==> config.mk <==
export PLATFORM = sky130hd
export DESIGN_NAME = tick_cmp_timer
export DESIGN_NICKNAME = d
export VERILOG_FILES = /design/src/rtl/tick_cmp_pkg.sv /design/src/rtl/tick_cmp_chan.sv /design/src/rtl/tick_cmp_rdmux.sv /design/src/rtl/tick_cmp_timer.sv
export SDC_FILE = /design/constraint.sdc
export NUM_CORES = 1
export LEC_CHECK = 0
export CAP_MARGIN = 40
export CORE_UTILIZATION = 52
export DETAILED_ROUTE_END_ITERATION = 10
export HOLD_SLACK_MARGIN = 0.15
export PLACE_DENSITY_LB_ADDON = 0.08
export SKIP_CTS_REPAIR_TIMING = 1
export SLEW_MARGIN = 20
export SYNTH_ARGS = -nofsm -noshare
export SYNTH_HDL_FRONTEND = slang
export SYNTH_SLANG_ARGS = --single-unit
==> constraint.sdc <==
create_clock -name clk_i -period 2.3 [get_ports clk_i]
set_input_delay 0.46 -clock clk_i [delete_from_list [all_inputs] [get_ports clk_i]]
set_output_delay 0.46 -clock clk_i [all_outputs]
set_load 0.01 [all_outputs]
==> src/rtl/tick_cmp_pkg.sv <==
package tick_cmp_pkg;
  typedef enum logic [1:0] {
    SEL_PRIV = 2'd0,
    SEL_HYP  = 2'd1,
    SEL_PEND = 2'd2,
    SEL_NONE = 2'd3
  } tick_sel_e;

  localparam int NUM_CHAN = 2;
  localparam int CH_PRIV  = 0;
  localparam int CH_HYP   = 1;
endpackage

==> src/rtl/tick_cmp_chan.sv <==
module tick_cmp_chan #(
  parameter int CNT_W     = 63,
  parameter bit GATE_HALT = 1'b0
) (
  input  logic             clk_i,
  input  logic             rst_ni,
  input  logic [CNT_W-1:0] tick_i,
  input  logic             halt_i,
  input  logic             wr_i,
  input  logic [CNT_W:0]   wdata_i,
  output logic [CNT_W:0]   cmp_o,
  output logic             fire_o,
  output logic             match_o
);
  localparam int REG_W = CNT_W + 1;

  logic [REG_W-1:0] cmp_q;
  logic             armed_q;
  logic             match_q;
  logic             hit;
  logic             gated;

  // Armed implies unmasked; mask checked again so a stale arm never fires.
  assign hit   = armed_q && !cmp_q[CNT_W] && (tick_i == cmp_q[CNT_W-1:0]);
  assign gated = GATE_HALT ? halt_i : 1'b0;
  assign fire_o = hit && !gated;

  always_ff @(posedge clk_i or negedge rst_ni) begin
    if (!rst_ni) begin
      cmp_q   <= {1'b1, {CNT_W{1'b0}}};
      armed_q <= 1'b0;
      match_q <= 1'b0;
    end else begin
      match_q <= fire_o;
      if (wr_i) begin
        cmp_q   <= wdata_i;
        armed_q <= !wdata_i[CNT_W] && (wdata_i[CNT_W-1:0] > tick_i);
      end else if (hit) begin
        armed_q <= 1'b0;
      end
    end
  end

  assign cmp_o   = cmp_q;
  assign match_o = match_q;

  p_one_cycle_r4: assert property (@(posedge clk_i) disable iff (!rst_ni)
    match_q |=> !match_q);
  p_masked_quiet_r5: assert property (@(posedge clk_i) disable iff (!rst_ni)
    cmp_q[CNT_W] |=> !match_q);
  p_on_target_r3: assert property (@(posedge clk_i) disable iff (!rst_ni)
    $rose(match_q) |-> ($past(tick_i) == $past(cmp_q[CNT_W-1:0])));
  p_halt_gate_r9: assert property (@(posedge clk_i) disable iff (!rst_ni)
    (GATE_HALT && halt_i) |=> !match_q);
endmodule

==> src/rtl/tick_cmp_rdmux.sv <==
module tick_cmp_rdmux
  import tick_cmp_pkg::*;
#(
  parameter int CNT_W = 63
) (
  input  logic [1:0]     sel_i,
  input  logic [CNT_W:0] priv_cmp_i,
  input  logic [CNT_W:0] hyp_cmp_i,
  input  logic           pend_i,
  output logic [CNT_W:0] rdata_o
);
  always_comb begin
    rdata_o = '0;
    unique case (tick_sel_e'(sel_i))
      SEL_PRIV: rdata_o = priv_cmp_i;
      SEL_HYP:  rdata_o = hyp_cmp_i;
      SEL_PEND: rdata_o = {{CNT_W{1'b0}}, pend_i};
      default:  rdata_o = '0;
    endcase
  end
endmodule

==> src/rtl/tick_cmp_timer.sv <==
module tick_cmp_timer
  import tick_cmp_pkg::*;
#(
  parameter int CNT_W = 63
) (
  input  logic             clk_i,
  input  logic             rst_ni,
  input  logic [CNT_W-1:0] tick_i,
  input  logic             halted_i,
  input  logic             sw_wr_i,
  input  logic [1:0]       sw_sel_i,
  input  logic [CNT_W:0]   sw_wdata_i,
  output logic [CNT_W:0]   sw_rdata_o,
  output logic             priv_match_o,
  output logic             hyp_match_o,
  output logic             hyp_pend_o,
  output logic             hyp_irq_o
);
  logic [CNT_W:0] cmp_w   [NUM_CHAN];
  logic           fire_w  [NUM_CHAN];
  logic           match_w [NUM_CHAN];
  logic           pend_q;
  logic           pend_wr;

  for (genvar g = 0; g < NUM_CHAN; g++) begin : g_chan
    tick_cmp_chan #(
      .CNT_W    (CNT_W),
      .GATE_HALT(g == CH_HYP)
    ) u_chan (
      .clk_i  (clk_i),
      .rst_ni (rst_ni),
      .tick_i (tick_i),
      .halt_i (halted_i),
      .wr_i   (sw_wr_i && (sw_sel_i == 2'(g))),
      .wdata_i(sw_wdata_i),
      .cmp_o  (cmp_w[g]),
      .fire_o (fire_w[g]),
      .match_o(match_w[g])
    );
  end

  assign pend_wr = sw_wr_i && (tick_sel_e'(sw_sel_i) == SEL_PEND);

  // Software write wins over a same-cycle match.
  always_ff @(posedge clk_i or negedge rst_ni) begin
    if (!rst_ni)           pend_q <= 1'b0;
    else if (pend_wr)      pend_q <= sw_wdata_i[0];
    else if (fire_w[CH_HYP]) pend_q <= 1'b1;
  end

  tick_cmp_rdmux #(.CNT_W(CNT_W)) u_rdmux (
    .sel_i     (sw_sel_i),
    .priv_cmp_i(cmp_w[CH_PRIV]),
    .hyp_cmp_i (cmp_w[CH_HYP]),
    .pend_i    (pend_q),
    .rdata_o   (sw_rdata_o)
  );

  assign priv_match_o = match_w[CH_PRIV];
  assign hyp_match_o  = match_w[CH_HYP];
  assign hyp_pend_o   = pend_q;
  assign hyp_irq_o    = pend_q;

  p_match_sets_pend_r8: assert property (@(posedge clk_i) disable iff (!rst_ni)
    (!pend_wr && fire_w[CH_HYP]) |=> (hyp_match_o && hyp_pend_o));
  p_sw_priority_r11: assert property (@(posedge clk_i) disable iff (!rst_ni)
    pend_wr |=> (hyp_pend_o == $past(sw_wdata_i[0])));
  p_pend_sticky_r10: assert property (@(posedge clk_i) disable iff (!rst_ni)
    (hyp_pend_o && !pend_wr) |=> hyp_irq_o);
endmodule

# After elaboration in Yosys (flattened, before gate mapping)
# Cells that the tools add are included.
# word_totals
regBits	133
word_cells	36
# op_classes
order_cmp	1
n_eq_ne	4
mux	7
n_reduce_logical	17
# ops
operator	n
$pmux W64 S3	1
$eq A63 B63 Y1	2
$gt A63 B63 Y1	1
$logic_and A1 B1 Y1	9
$mux W1	6
$reduce_bool A2 Y1	3
$logic_not A1 Y1	4
$eq A2 B1 Y1 const B	1
$eq A2 B2 Y1 const B	1
$logic_not A2 Y1	1

# Logic depth before layout (Yosys ltp)
# Gate-level depths: netlist (run 1).
# logic_depth
ltp_word	6
mapped_depth	9
ltp_nobuf	9

# By module
# Synthesis (run 1) repeated with hierarchy kept, for this count alone.
# hier_totals
cells_unflattened	1095
hier_area_um2	10498.8
# modules_own_cells
mod	n_inst	cells_each	area_per_inst_um2	seq_area_each_um2
tick_cmp_chan (g_chan[0].u_chan)	1	462	4730.8	1652.8
tick_cmp_chan (g_chan[1].u_chan)	1	482	4680.7	1652.8
tick_cmp_rdmux	1	143	1012.2	0.0
tick_cmp_timer	1	8	75.1	25.0

# Worst setup path after synthesis (run 1)
# OpenSTA, ideal clock, no wires.
# synth_path
path_kind	in2reg
startpoint	input tick_i[61]
endpoint	register g_chan[0].u_chan.armed_q
t_arrival_ps	2076
slack_ps	147
cell_stages	9
path_buffers	0
cell_sequence	inv_1 > ha_1 > nand4_1 > or2_1 > or3_1 > nor2_1 > nand2_1 > o211ai_1 > o2bb2ai_1
# synth_between
elab_chain_len	3
# synth_rtl
item	line_no	text
start, declared	tick_cmp_timer.sv:8	input logic [CNT_W-1:0] tick_i,
$gt A63 B63 Y1 / $eq A63 B63 Y1 (equally long branches)	tick_cmp_chan.sv:37, tick_cmp_chan.sv:24	
$logic_and A1 B1 Y1 (on tied branches)	tick_cmp_chan.sv:37, tick_cmp_chan.sv:24	
$mux W1 / $reduce_bool A2 Y1 (equally long branches)	-	
end signal, assigned	tick_cmp_chan.sv:37	armed_q <= !wdata_i[CNT_W] && (wdata_i[CNT_W-1:0] > tick_i);
end, declared	tick_cmp_chan.sv:18	logic armed_q;
# Several ways; a longest one is shown, not always the timed one.
# A chain may end at the register's enable or synchronous reset.

# Worst setup path in the final report (run 1)
# layout_path
startpoint	input sw_sel_i[0]
endpoint	output sw_rdata_o[51]
# layout_between
elab_chain_len	2
# layout_rtl
item	line_no	text
start, declared	tick_cmp_timer.sv:11	input logic [1:0] sw_sel_i,
$eq A2 B2 Y1 (tied with other cells)	tick_cmp_rdmux.sv:14	unique case (tick_sel_e'(sel_i))
$pmux W64 S3 (*)	tick_cmp_rdmux.sv:14	
end, declared	tick_cmp_timer.sv:13	output logic [CNT_W:0] sw_rdata_o,
# Mark *: on every way between the ends. The rest lies on a longest branch, timed or not.

==> results.sh, run 1 <==
export IMPL_synth_area_um2=8866
export IMPL_cts_root_buf="clkbuf_16"
export IMPL_ys_types=55
export IMPL_crit_arrival_ns=1.81
export IMPL_max_cap_violations=0
export IMPL_cts_sinks=133
export IMPL_critical_path_peak_fanout=17
export IMPL_synth_edf_count=0
export IMPL_slew_viol_final=0
export IMPL_area_growth_pct=54.12
export IMPL_ant_nets=0
export IMPL_p_total_uw=9087
export IMPL_rows=47
export IMPL_worst_pin_slew_ns=0.7511
export IMPL_wl_met3_mm=2.384
export IMPL_drt_iter0_drc=668
export IMPL_synth_seq_cells=133
export IMPL_dr_max_layer_used="met4"
export IMPL_setup_worst_path_class="input port to output pin"
export IMPL_synth_most_common_cell="dfrtp_1"
export IMPL_cts_max_path_buffers=2
export IMPL_clk_pin_slew_ns=0.06
export IMPL_grt_pass1_vias=8337
export IMPL_antenna_found_initial=0
export IMPL_die_y_um=132.6
export IMPL_status="complete, no violations"
export IMPL_htree_levels=4
export IMPL_yosysSeqAreaShare_pct=37.57
export IMPL_cts_buffers_inserted=17
export IMPL_globalRouteTotalUtil_pct=36.40
export IMPL_avgViaCountPerCell=5.850
export IMPL_grt_ovfl_total=0
export IMPL_min_period_over_period_pct=98.70
export IMPL_synth_cells=859
export IMPL_syn_area_per_cell_um2=10.32
export IMPL_synth_nets=1055
export IMPL_yosysWarnings=0
export IMPL_io_pin_count=201
export IMPL_initial_utilization_pct=53.27
export IMPL_die_w_um=132.6
export IMPL_io_buffer_count=200
export IMPL_leakage_uw=0.006688
export IMPL_async_reset_ff_share_pct=100.0
export IMPL_hp_class="input port to asynchronous set/reset pin"
export IMPL_layoutNonFillerInstCount=1457
export IMPL_worst_ep_required_time_ns=1.84
export IMPL_ir_drop_v=0.0005395
export IMPL_fmax_mhz=440.5
export IMPL_grt_pass1_wl_mm=47.64
export IMPL_synth_area_top_cells="dfrtp_1, mux2_2, ha_1"
export IMPL_antenna_cells=0
export IMPL_drt_pass1_iterations=5
export IMPL_synth_ff_type="dfrtp_1"
export IMPL_hold_viol_final=0
export IMPL_drive_gt1_share_pct=29.91
export IMPL_drc_errors=0
export IMPL_powerDensity_nw_per_um2=665.0
export IMPL_routedWlPerCell_um=22.57
export IMPL_core_area_um2=16640
export IMPL_via_count=8524
export IMPL_layout_nets=1422
export IMPL_skew_ns=0.007865
export IMPL_hold_ws_ns=0.1675
export IMPL_wirelength_met1_mm=13.67
export IMPL_dp_cells=1421
export IMPL_synth_top_area_share_pct=36.97
export IMPL_synth_common_cells="dfrtp_1, mux2_2, inv_1, nor2_1, mux2i_1"
export IMPL_yosysTopAreaCell="dfrtp_1"
export IMPL_setup_viol=0
export IMPL_slew_headroom_pct=49.93
export IMPL_gp_congestion=0.9165
export IMPL_grt_max_degree=134
export IMPL_fillers=1027
export IMPL_tritoncts="done"
export IMPL_fin_setup_tns_ns=0
export IMPL_worst_setup_path_end_kind="output pin"
export IMPL_clock_latency_ns=0.43
export IMPL_die_area_um2=17580
export IMPL_dp_hpwl_mm=24.25
export IMPL_fin_crit_ns=2.270
export IMPL_routed_wl_mm=32.88
export IMPL_wl_met2_mm=15.62
export IMPL_startpoint_type="input port"
-- flip-flops by register name (all words and copies together) (netlist names) --
signal and flops:
g_chan.u_chan.cmp_o 128, hyp_irq_o 1, g_chan.u_chan.armed_q 2, g_chan.u_chan.match_o 2
-- critical path, stage by stage --
cell and delay [ns]:
buf_4 0.27, buf_12 0.23, mux2i_1 0.10, nor2_1 0.16, clkdlybuf4s50_1 0.57
-- metrics by stage --
step / cell area [um^2] / utilization (%) / setup slack, ns
2_1_floorplan: 8866 / - / 0.1465
3_3_place_gp: 12390 / 74.47 / -0.5460
3_5_place_dp: 12390 / 74.47 / -0.6705
4_1_cts: 13000 / 78.14 / -0.2600
5_1_grt: 13660 / 82.11 / -0.06269
6_report: 13660 / 82.11 / 0.02982
-- metal layers --
layer	global-route usage (%)	up-vias
li1	-	3831
met1	47.93	4211
met2	59.42	403
met3	6.858	79
met4	13.98	0
met5	0	-
-- path summary, 6_finish.rpt --
path	start	endpoint	slack, ns	cells after the start
setup / recovery	sw_sel_i[0]	sw_rdata_o[51]	0.03	5
hold / removal	rst_ni	g_chan[1].u_chan.cmp_o[6]$_DFFE_PN0P_	0.17	2
setup reg to reg	g_chan[1].u_chan.cmp_o[0]$_DFFE_PN0P_	hyp_irq_o$_DFFE_PN0P_	0.10	8
hold reg to reg	g_chan[0].u_chan.cmp_o[56]$_DFFE_PN0P_	g_chan[0].u_chan.cmp_o[56]$_DFFE_PN0P_	0.54	1
max in group asynchronous	rst_ni	g_chan[0].u_chan.cmp_o[32]$_DFFE_PN0P_	1.59	2
min in group clk_i	sw_wdata_i[45]	g_chan[0].u_chan.cmp_o[45]$_DFFE_PN0P_	0.36	2
-- logic make-up (layout without fill, tap and decap cells) --
group / after synthesis / count (layout) / share of synthesized area (%)
AND/OR/NAND/NOR: 183 / 183 / 10.41
multiplexers: 181 / 181 / 22.09
flip-flops: 133 / 133 / 37.57
AO/OA/AOI/OAI: 115 / 115 / 8.976
buffers and inverters: 113 / 491 / 5.052
XOR/XNOR: 71 / 71 / 7.014
adder cells (fa/ha/maj): 63 / 63 / 8.891
-- power breakdown --
part | leakage, uW | internal [uW] | switching, uW
registers | 0.00158 | 2780 | 513
clock network | 0.000283 | 1800 | 1080
logic | 0.00482 | 1550 | 1370
total | 0.00669 | 6130 | 2960
-- cells in the final DEF (no fill, tap or decap), types with 17 or more instances in the layout --
cell / instances
nor2_1: 68
xor2_1: 52
ha_1: 42
dlymetal6s2s_1: 63
nand2_1: 28
mux2_1: 41
inv_1: 63
mux2_2: 76
clkbuf_16: 17
inv_2: 20
mux2i_1: 64
buf_4: 170
clkdlybuf4s50_1: 134
nand4_1: 23
dfrtp_1: 131
ha_4: 20
-- area by class of cell --
| cell class | instances | area (um^2) | share of cell area [%] |
|---|---|---|---|
| inverter | 83 | 311.5 | 2.280 |
| sequential | 133 | 3331 | 24.37 |
| clock inverter | 13 | 185.2 | 1.355 |
| tap | 220 | 275.3 | 2.014 |
| timing repair buffer | 378 | 3593 | 26.30 |
| clock buffer | 17 | 425.4 | 3.113 |
| multi-input combinational | 613 | 5543 | 40.56 |
No activity file was read; power rests on OpenSTA's default activity.
==> run 2, diff against run 1 <==
--- a/config.mk
+++ b/config.mk
@@ -7,5 +7,5 @@
 export LEC_CHECK = 0
 export CAP_MARGIN = 40
-export CORE_UTILIZATION = 52
+export CORE_UTILIZATION = 56
 export DETAILED_ROUTE_END_ITERATION = 10
 export HOLD_SLACK_MARGIN = 0.15
==> constraint.sdc (replaced) <==
create_clock -name clk_i -period 2.7 [get_ports clk_i]
set_input_delay 0.54 -clock clk_i [delete_from_list [all_inputs] [get_ports clk_i]]
set_output_delay 0.54 -clock clk_i [all_outputs]
set_load 0.005 [all_outputs]
==> results.sh, run 2 (synthesis gave the netlist of run 1 again) <==
export IMPL_status="complete, no violations"
export IMPL_gp_congestion=1.013
export IMPL_grt_pass1_vias=8650
export IMPL_cts_max_path_buffers=2
export IMPL_drt_pass1_iterations=5
export IMPL_grt_ovfl_total=0
export IMPL_powerDensity_nw_per_um2=593.1
export IMPL_rows=45
export IMPL_dp_hpwl_mm=24.48
export IMPL_min_period_over_period_pct=99.12
export IMPL_avgViaCountPerCell=6.071
export IMPL_grt_pass1_wl_mm=48.91
export IMPL_fin_ws_ns=0.02367
export IMPL_p_total_uw=7555
export IMPL_critical_path_peak_fanout=3
export IMPL_die_w_um=127.8
export IMPL_die_y_um=127.8
export IMPL_grt_max_degree=68
export IMPL_core_area_um2=15310
export IMPL_hold_viol_final=0
export IMPL_antenna_cells=0
export IMPL_htree_levels=4
export IMPL_dp_cells=1372
export IMPL_ir_drop_v=0.0005534
export IMPL_r2r_cells=9
export IMPL_fin_crit_ns=2.676
export IMPL_fmax_mhz=373.6
export IMPL_io_pin_count=201
export IMPL_die_area_um2=16340
export IMPL_layoutNonFillerInstCount=1404
export IMPL_rr_endpoint="hyp_irq_o$_DFFE_PN0P_"
export IMPL_initial_utilization_pct=57.89
export IMPL_via_count=8524
export IMPL_crit_end="g_chan[0].u_chan.armed_q$_DFFE_PN0P_"
export IMPL_final_util_pct=83.17
export IMPL_setup_viol=0
export IMPL_leakage_uw=0.005872
export IMPL_layout_nets=1377
export IMPL_drt_iter0_drc=677
export IMPL_fin_area_um2=12740
export IMPL_place_area_um2=12080
export IMPL_routedWlPerCell_um=23.09
export IMPL_antenna_found_initial=1
export IMPL_io_buffer_count=200
export IMPL_worst_pin_slew_ns=0.6221
export IMPL_largest_reg_flops=128
export IMPL_skew_ns=0.005678
export IMPL_setup_worst_path_class="input port to flop"
export IMPL_drc_errors=0
export IMPL_cts_root_buf="clkbuf_16"
export IMPL_reg2reg_from="g_chan[1].u_chan.cmp_o[19]$_DFFE_PN0P_"
export IMPL_most_common_layout_cells="clkdlybuf4s50_1, dfrtp_1, buf_4"
export IMPL_tritoncts="done"
export IMPL_hp_class="flop to flop"
export IMPL_max_cap_violations=0
export IMPL_r2r_setup_slack_ns=0.47
export IMPL_clock_latency_ns=0.43
export IMPL_crit_arrival_ns=3.03
export IMPL_cts_sinks=133
export IMPL_cts_buffers_inserted=17
export IMPL_final_common_cell="clkdlybuf4s50_1"
export IMPL_drive_gt1_share_pct=22.05
export IMPL_ant_nets=0
export IMPL_preCtsSetupSlack_ns=-0.3201
export IMPL_area_growth_pct=43.66
export IMPL_slew_viol_final=0
export IMPL_globalRouteTotalUtil_pct=40.58
export IMPL_crit_start="tick_i[61]"
export IMPL_worst_setup_path_end_kind="flop"
export IMPL_startpoint_type="input port"
export IMPL_routed_wl_mm=32.42
export IMPL_clk_pin_slew_ns=0.06
export IMPL_worst_ep_required_time_ns=3.06
export IMPL_slew_headroom_pct=58.14
[run 2: changes by cell type in the layout (fill, tap and decap cells not counted), sizes merged]
cell	previous run	this run
clkinv	4	6
dlygate4sd3	0	1
dlymetal6s2s	63	0
clkinvlp	5	2
buf	181	135
clkdlybuf4s50	134	197
clkbuf	17	19
[run 2: report_power, final]
group          total, uW  internal (uW)  switching [uW]
Sequential          2810           2370             439
Combinational       2250           1210            1040
Clock               2500           1570             936
[run 2: area by class of cell]
class,instances,area (um^2)
inverters,83,311.5
fillers,943,2577
multi-input cells,613,5115
clock inverters,12,180.2
repair buffers,333,3093
well taps,211,264.0
flip-flops and latches,133,3331
clock buffers,19,442.9
[run 2: worst min path at each step]
stage | startpoint | endpoint | slack [ns] | cells after the start
2_1_floorplan | rst_ni | g_chan[0].u_chan.armed_q$_DFFE_PN0P_ | 0.24 | 0
3_3_place_gp | g_chan[1].u_chan.cmp_o[0]$_DFFE_PN0P_ | g_chan[1].u_chan.cmp_o[0]$_DFFE_PN0P_ | 0.50 | 2
3_5_place_dp | rst_ni | g_chan[1].u_chan.cmp_o[4]$_DFFE_PN0P_ | 0.52 | 1
4_1_cts | rst_ni | g_chan[1].u_chan.cmp_o[4]$_DFFE_PN0P_ | 0.08 | 1
5_1_grt | g_chan[0].u_chan.cmp_o[58]$_DFFE_PN0P_ | g_chan[0].u_chan.cmp_o[58]$_DFFE_PN0P_ | 0.56 | 1
6_report | g_chan[0].u_chan.cmp_o[56]$_DFFE_PN0P_ | g_chan[0].u_chan.cmp_o[56]$_DFFE_PN0P_ | 0.53 | 1
[run 2: metrics by stage]
| step | TNS (ns) | hold WS [ns] |
|---|---|---|
| after floorplan | 0 | 0.2444 |
| after global placement | -0.6541 | 0.5039 |
| after detailed placement | -0.7926 | 0.5180 |
| after CTS | 0 | 0.07523 |
| after global routing | -0.1115 | 0.5593 |
| final | 0 | 0.5333 |
[run 2: per-layer routing]
layer  track usage, %  routed length [um]
met1            52.10               13070
met2            65.15               15200
met3            7.846                2518
met4            21.31                1619
met5                0                  13
[run 2: critical path, cell delays in order]
cell             delay (ns)
clkdlybuf4s50_1        0.53
inv_1                  0.09
ha_1                   0.34
nand4_1                0.18
or2_1                  0.31
or3_4                  0.42
nor3_2                 0.23
nor4_1                 0.09
o211ai_1               0.15
o2bb2ai_1              0.15
==> run 3, diff against run 2 <==
Settings changed: CORE_UTILIZATION 56 to 45, TNS_END_PERCENT set to 5.
==> results.sh, run 3 (synthesis gave the netlist of run 1 again) <==
export IMPL_leakage_uw=0.005814
export IMPL_most_common_layout_cells="clkdlybuf4s50_1, dfrtp_1, buf_4"
export IMPL_globalRouteTotalUtil_pct=32.32
export IMPL_hp_class="flop to flop"
export IMPL_routed_wl_mm=31.34
export IMPL_core_area_um2=19020
export IMPL_multi_input_area_um2=5092
export IMPL_max_cap_violations=0
export IMPL_antenna_found_initial=1
export IMPL_sw_frac_of_total_pct=33.09
export IMPL_slew_viol_final=0
export IMPL_p_int_uw=4840
export IMPL_die_y_um=142.4
export IMPL_setup_viol=0
export IMPL_initial_utilization_pct=46.62
export IMPL_fin_crit_ns=2.556
export IMPL_grt_max_degree=57
export IMPL_die_area_um2=20270
export IMPL_hold_viol_final=0
export IMPL_gp_congestion=0.9850
export IMPL_drt_pass1_iterations=5
export IMPL_grt_ovfl_total=0
export IMPL_drc_errors=0
export IMPL_busiest_layer="met2"
export IMPL_final_common_cell="clkdlybuf4s50_1"
export IMPL_seqPwrFrac_pct=38.6
export IMPL_slew_headroom_pct=60.15
export IMPL_grtUsageMet1_pct=43.10
export IMPL_htree_levels=4
export IMPL_cts_sinks=133
export IMPL_status="complete, no violations"
export IMPL_ant_nets=0
export IMPL_clkPwrFrac_pct=30.9
export IMPL_clk_pin_slew_ns=0.06
export IMPL_cts_max_path_buffers=2
export IMPL_drt_iter0_drc=465
export IMPL_grt_use_met3_pct=7.672
export IMPL_cts_buffers_inserted=17
export IMPL_regArea_um2=3331
export IMPL_fmax_mhz=391.2
export IMPL_crit_arrival_ns=2.91
export IMPL_dp_hpwl_mm=25.21
export IMPL_cts_root_buf="clkbuf_16"
export IMPL_avgViaCountPerCell=5.525
export IMPL_grt_pass1_vias=8096
export IMPL_layout_nets=1373
export IMPL_worst_pin_slew_ns=0.5915
export IMPL_grt_pass1_wl_mm=47.69
export IMPL_worst_setup_path_end_kind="flop"
export IMPL_drive_gt1_share_pct=21.43
export IMPL_largest_reg_flops=128
export IMPL_power_switching_uw=2393
export IMPL_routedWlPerCell_um=21.60
export IMPL_comb_power_share_pct=30.5
export IMPL_min_period_over_period_pct=94.68
export IMPL_rows=50
export IMPL_clock_latency_ns=0.43
export IMPL_powerDensity_nw_per_um2=570.2
export IMPL_area_growth_pct=43.08
export IMPL_rsz0062_at_grt="false"
export IMPL_critical_path_peak_fanout=3
export IMPL_setup_worst_path_class="input port to flop"
export IMPL_via_count=8017
export IMPL_ir_drop_v=0.0004650
export IMPL_io_pin_count=201
export IMPL_io_buffer_count=200
export IMPL_worst_ep_required_time_ns=3.05
export IMPL_p_total_uw=7233
export IMPL_fillers=1587
export IMPL_preCtsSetupSlack_ns=-0.2861
export IMPL_tritoncts="done"
export IMPL_die_w_um=142.4
export IMPL_skew_ns=0.007887
export IMPL_grt_util_met2_pct=50.98
export IMPL_startpoint_type="input port"
export IMPL_fin_ws_ns=0.1436
==> run 3: cell type report <==
type                       count  share of cell area [%]
antenna                        1                 0.01973
clock buffer                  18                   3.383
clock inverter                14                   1.036
inverter                      83                   2.456
multi-input combinational    613                   40.14
sequential                   133                   26.26
tap                          260                   2.564
timing repair buffer         329                   24.14
==> run 3: final timing paths <==
kind                                                          endpoint  slack [ns]  cells past startpoint                                    from
worst max-delay path              g_chan[0].u_chan.armed_q$_DFFE_PN0P_        0.14                     10                              tick_i[61]
worst min-delay path            g_chan[0].u_chan.cmp_o[62]$_DFFE_PN0P_        0.53                      1  g_chan[0].u_chan.cmp_o[62]$_DFFE_PN0P_
worst max register to register                   hyp_irq_o$_DFFE_PN0P_        0.49                      7  g_chan[1].u_chan.cmp_o[34]$_DFFE_PN0P_
worst min register to register  g_chan[0].u_chan.cmp_o[62]$_DFFE_PN0P_        0.53                      1  g_chan[0].u_chan.cmp_o[62]$_DFFE_PN0P_
max in group asynchronous       g_chan[0].u_chan.cmp_o[39]$_DFFE_PN0P_        1.45                      3                                  rst_ni
min in group asynchronous        g_chan[1].u_chan.cmp_o[6]$_DFFE_PN0P_        0.58                      2                                  rst_ni
==> run 3: metrics by stage <==
stage	area [um^2]	util (%)	cells	hold slack, ns	setup TNS, ns
4_1_cts	12670	66.64	1449	0.03611	0
6_report	12690	66.70	1451	0.5295	0
5_1_grt	12680	66.69	1450	0.5545	0
2_1_floorplan	8866	-	859	0.2444	0
3_5_place_dp	12110	63.69	1417	0.4925	-0.7071
3_3_place_gp	12110	63.69	1417	0.4845	-0.6160
==> run 3: power by group through the flow <==
stage | combinational, uW | sequential, uW | clock (uW)
2_1_floorplan | 1080 | 2660 | 0
3_3_place_gp | 2170 | 2790 | 0
3_5_place_dp | 2190 | 2810 | 0
4_1_cts | 2200 | 2780 | 2260
5_1_grt | 2380 | 2840 | 2330
6_report | 2210 | 2790 | 2240
==> run 3: worst max-delay path, cell delays in order <==
cell and delay [ns]:
clkdlybuf4s50_1 0.53, inv_1 0.09, ha_1 0.32, nand4_1 0.15
or2_1 0.27, or3_1 0.42, nor2_1 0.16, nand2_1 0.07
o211ai_1 0.22, o2bb2ai_1 0.15
==> run 3: layer usage <==
layer | part of all wire [%] | routed length [um]
met1 | 44 | 13830
met2 | 46 | 14400
met3 | 6.9 | 2167
met4 | 3.0 | 948
met5 | 0 | 0
